[config.mk]
export PLATFORM = sky130hd
export DESIGN_NAME = rtc_irq_ctrl
export DESIGN_NICKNAME = d
export VERILOG_FILES = /design/src/rtl/rtc_irq_ctrl.sv
export SDC_FILE = /design/constraint.sdc
export NUM_CORES = 1
export LEC_CHECK = 0
export ABC_AREA = 1
export BUFFER_PORTS_ARGS = -buffer_cell sky130_fd_sc_hd__buf_2
export CORE_MARGIN = 10
export CORE_UTILIZATION = 53
export DETAILED_ROUTE_END_ITERATION = 10
export HOLD_SLACK_MARGIN = 0.08
export PLACE_DENSITY_LB_ADDON = 0.05
export SKIP_CTS_REPAIR_TIMING = 1
export SYNTH_ARGS = -nofsm -noshare
export SYNTH_HDL_FRONTEND = slang
export SYNTH_SLANG_ARGS = --single-unit
[constraint.sdc]
create_clock -name clk -period 2.05 [get_ports clk]
set_input_delay 0.3075 -clock clk [delete_from_list [all_inputs] [get_ports clk]]
set_output_delay 0.3075 -clock clk [all_outputs]
set_load 0.02 [all_outputs]
[src/rtl/rtc_irq_ctrl.sv]
module rtc_irq_ctrl #(
  parameter int TW = 8,
  parameter int NTAP = 15
) (
  input  logic            clk,
  input  logic            rst_n,
  input  logic            wr_en,
  input  logic [2:0]      wr_addr,
  input  logic [7:0]      wr_data,
  input  logic            rd_stat,
  input  logic            sec_tick,
  input  logic [TW-1:0]   cnt_sec,
  input  logic [TW-1:0]   cnt_min,
  input  logic [TW-1:0]   cnt_hr,
  input  logic [NTAP-1:0] div_taps,
  output logic            cnt_wr,
  output logic            clk_out,
  output logic            irq_n,
  output logic [1:0]      stat
);
  localparam logic [2:0] CTRL_ADDR = 3'd7;

  logic [7:0]      ctrl;
  logic [TW-1:0]   al_sec, al_min, al_hr;
  logic [NTAP-1:0] prev_taps;
  logic            armed;

  logic       alarm_en, ctrl_wr, latch_wr, al_hit, fall, ck_hit;
  logic [3:0] sel, idx;

  assign alarm_en = ctrl[2];
  assign sel      = ctrl[7:4];
  assign idx      = sel - 4'd1;
  assign ctrl_wr  = wr_en && wr_addr == CTRL_ADDR;
  assign latch_wr = wr_en && wr_addr <= 3'd2 && alarm_en;
  assign cnt_wr   = wr_en && !ctrl_wr && !latch_wr;

  assign clk_out = (sel == 4'd0) ? 1'b1 : div_taps[idx];
  assign fall    = sel != 4'd0 && prev_taps[idx] && !div_taps[idx];
  assign ck_hit  = armed && fall && !ctrl_wr;
  assign al_hit  = sec_tick && alarm_en &&
                   cnt_sec == al_sec && cnt_min == al_min && cnt_hr == al_hr;
  assign irq_n   = ~|stat;

  always_ff @(posedge clk or negedge rst_n) begin
    if (!rst_n) begin
      ctrl      <= '0;
      al_sec    <= '0;
      al_min    <= '0;
      al_hr     <= '0;
      prev_taps <= '0;
      armed     <= 1'b0;
      stat      <= '0;
    end else begin
      prev_taps <= div_taps;
      if (ctrl_wr) begin
        ctrl  <= wr_data;
        armed <= wr_data[7:4] != 4'd0;
      end else if (ck_hit) begin
        armed <= 1'b0;
      end
      if (latch_wr) begin
        case (wr_addr)
          3'd0:    al_sec <= wr_data[TW-1:0];
          3'd1:    al_min <= wr_data[TW-1:0];
          default: al_hr  <= wr_data[TW-1:0];
        endcase
      end
      stat[0] <= (stat[0] && !rd_stat) || al_hit;
      stat[1] <= (stat[1] && !rd_stat) || ck_hit;
    end
  end
endmodule


==> flow_summary.yaml <==
routing:
  wl_per_cell_um: 13.2
  via_per_inst: 4.87
  ant_nets: 0
  drtIter0Drc: 135
  dr_total_vias: 2128
  drcViolationCount: 0
  dr.pass1.iters: 4
  routed_wl_um: 5770
logic_synthesis:
  async_flop_share_pct: 100
  synth.cell_area_um2: 2500
  synth-seq-cells: 47
  synth_edf_count: 0
  synth_cell_types: 28
  seq_area_frac_synth_pct: 47.0
  syn_inst: 316
  yosysWarningCount: 0
  synth_top_flop_cell: "dfrtp_1"
  syn_area_per_cell_um2: 7.92
  synth_nets: 373
timing:
  setup-violations-final: 1
  fmax_mhz: 480
  slew_headroom_pct: 60.5
  slew_violations: 0
  rsz0062_at_grt: "yes"
  layout_setup_ws_ps: -35.4
  finalClockSkew_ps: 6.48
  tightestPinTransition_ps: 591
  finalCritPeriodShare_pct: 102
  whs_ps: 79.0
  period_needed_ps: 2090
  hold_viol_final: 0
floorplanning:
  die_width_um: 88.7
  ios: 60
  initial_utilization_pct: 56.0
  die_area_um2: 7870
  die_y_um: 88.7
  rows: 24
  core-area_um2: 4470
place:
  gp_congestion: 0.852
  port_buffers: 59
  dp.final_hpwl_um: 4470
pwr:
  ir_worst_vdd_v: 0.000527
  seqPwrFrac_pct: 43.2
  swShare_pct: 35.4
  total_power_mw: 2.69
  clkPwrFrac_pct: 20.2
  netSwitchingPower_uw: 954
  intPower_mw: 1.74
  p_comb_share_pct: 36.6
  p_per_area_nw_per_um2: 904
  leakage_nw: 1.60
global_routing:
  overflow: 0
  grtUsageTotal_pct: 15.7
  grt_max_degree: 48
  grt_pass1_vias: 2183
  antenna_found_initial: 0
  grt_first_pass_wirelength_um: 9710
worst_setup_path:
  critPathArrivalTime_ps: 1780
  crit_path_start_kind: "register"
  worst-setup-path-type: "reg2out"
  crit_required_ps: 1740
  critPathCaptureType: "output pin"
  ff2ff_path_depth: 12
  cp_max_fo: 8
layout:
  diodes: 0
  final_nets: 441
  drive_above_1_share_pct: 28.1
  area_delta_synth_final_pct: 19.1
run_status:
  violations: "negative setup slack"
  status: "finished with violations"
clock_tree:
  cts.htree.levels: 2
  clk_pin_slew_worst_paths_ps: 80
  cts_tree: "yes"
  cts_sinks: 47
  cts-buffers-inserted: 5
  clk_latency_ps: 300
  root_buffer: "clkbuf_8"
  cts_buffer_depth: 2
run:
  maxCapViolCount: 0
hold_path:
  hp-class: "in2async"
-- power groups by stage --
stage | Clock (mW) | Combinational (mW) | Sequential, mW
after detailed placement | 0 | 0.884 | 1.18
final | 0.543 | 0.988 | 1.16
after floorplan | 0 | 0.651 | 1.17
after global placement | 0 | 0.863 | 1.18
after global routing | 0.594 | 1.13 | 1.18
after CTS | 0.559 | 0.887 | 1.16
-- stage by stage --
stage	utilization, %	area (um^2)	TNS, ps	std cells	setup WS, ps
after detailed placement	63.4	2840	0	426	75.9
after global placement	63.4	2840	0	426	128
after floorplan	-	2500	0	316	165
after CTS	65.2	2920	-260	434	-260
after global routing	66.6	2980	-177	437	-177
final	66.6	2980	-35.4	437	-35.4
-- placed cells by master, fill, tap and decap left out, types with 5 or more instances in the layout --
cell type | synthesis | final
buf_2 | 3 | 58
buf_4 | 0 | 8
clkbuf_8 | 0 | 5
dfrtp_1 | 47 | 46
inv_1 | 41 | 38
nand2_1 | 103 | 102
nand2_2 | 6 | 7
nand3_1 | 25 | 24
nor2_1 | 17 | 17
o21ai_0 | 23 | 23
o21ai_2 | 8 | 8
xnor2_1 | 5 | 5
-- layer usage --
metal,up-vias,share of wire [%],track usage [%]
met1,937,48,21.1
met3,6,6.8,3.77
met4,0,1.2,6.17
li1,1131,-,-
met5,-,0,0
met2,54,44,23.7
-- worst max-delay path, stage by stage (launching register included) --
cell	delay (ps)
dfrtp_2	450
inv_8	70
ha_4	230
inv_4	80
nand3_1	70
nand2_1	60
nand2_1	50
nand3_1	70
nand2_1	60
nor2_2	160
inv_1	70
buf_6	130
-- layout make-up --
class	count	area, um^2
clock buffer	7	76.3
clock inverter	1	5.00
fill	399	1490
sequential	47	1180
tap	52	65.1
inverter	44	175
timing repair buffer	69	388
multi-input combinational	217	1090
-- sequential cells by signal (all words and copies together), names as in the netlist --
| register | count |
|---|---|
| ctrl | 5 |
| stat | 2 |
| prev_taps | 15 |
| al_sec | 8 |
| armed | 1 |
| al_min | 8 |
| al_hr | 8 |
-- worst paths after layout --
check                        startpoint       endpoint  slack (ps)
max                             ctrl[4]        clk_out         -40
min                               rst_n   prev_taps[8]          80
max reg2reg                     ctrl[4]          armed         360
min reg2reg                   al_sec[4]      al_sec[4]         490
max in group asynchronous         rst_n        ctrl[4]        1540
min in group clk           div_taps[13]  prev_taps[13]         120
-- Yosys cell counts, types with 2 or more instances --
library cell	instances	area, um^2
buf_2	3	15.0
buf_6	4	45.0
dfrtp_1	47	1180
ha_1	2	25.0
inv_1	41	154
inv_2	2	7.51
nand2_1	103	387
nand2_2	6	37.5
nand3_1	25	125
nand3b_1	2	15.0
nand4_1	4	25.0
nor2_1	17	63.8
nor2_2	2	12.5
nor3_1	3	15.0
o21ai_0	23	115
o21ai_2	8	70.1
o22ai_1	4	25.0
or2_2	3	18.8
xnor2_1	5	43.8
xor2_1	4	35.0
-- cell families (layout without fill, tap and decap cells) --
kind of cell / count (synthesis) / count (layout) / synth area share [%]
adders and majority gates: 2 / 2 / 0.999
AOI/OAI and AO/OA: 38 / 38 / 9.45
buffers and inverters: 52 / 121 / 10.1
DFF: 47 / 47 / 47.0
and+or+nand+nor: 168 / 168 / 29.3
xor gates and xnor gates: 9 / 9 / 3.15
Note: power is estimated with default switching activity, not from simulation.
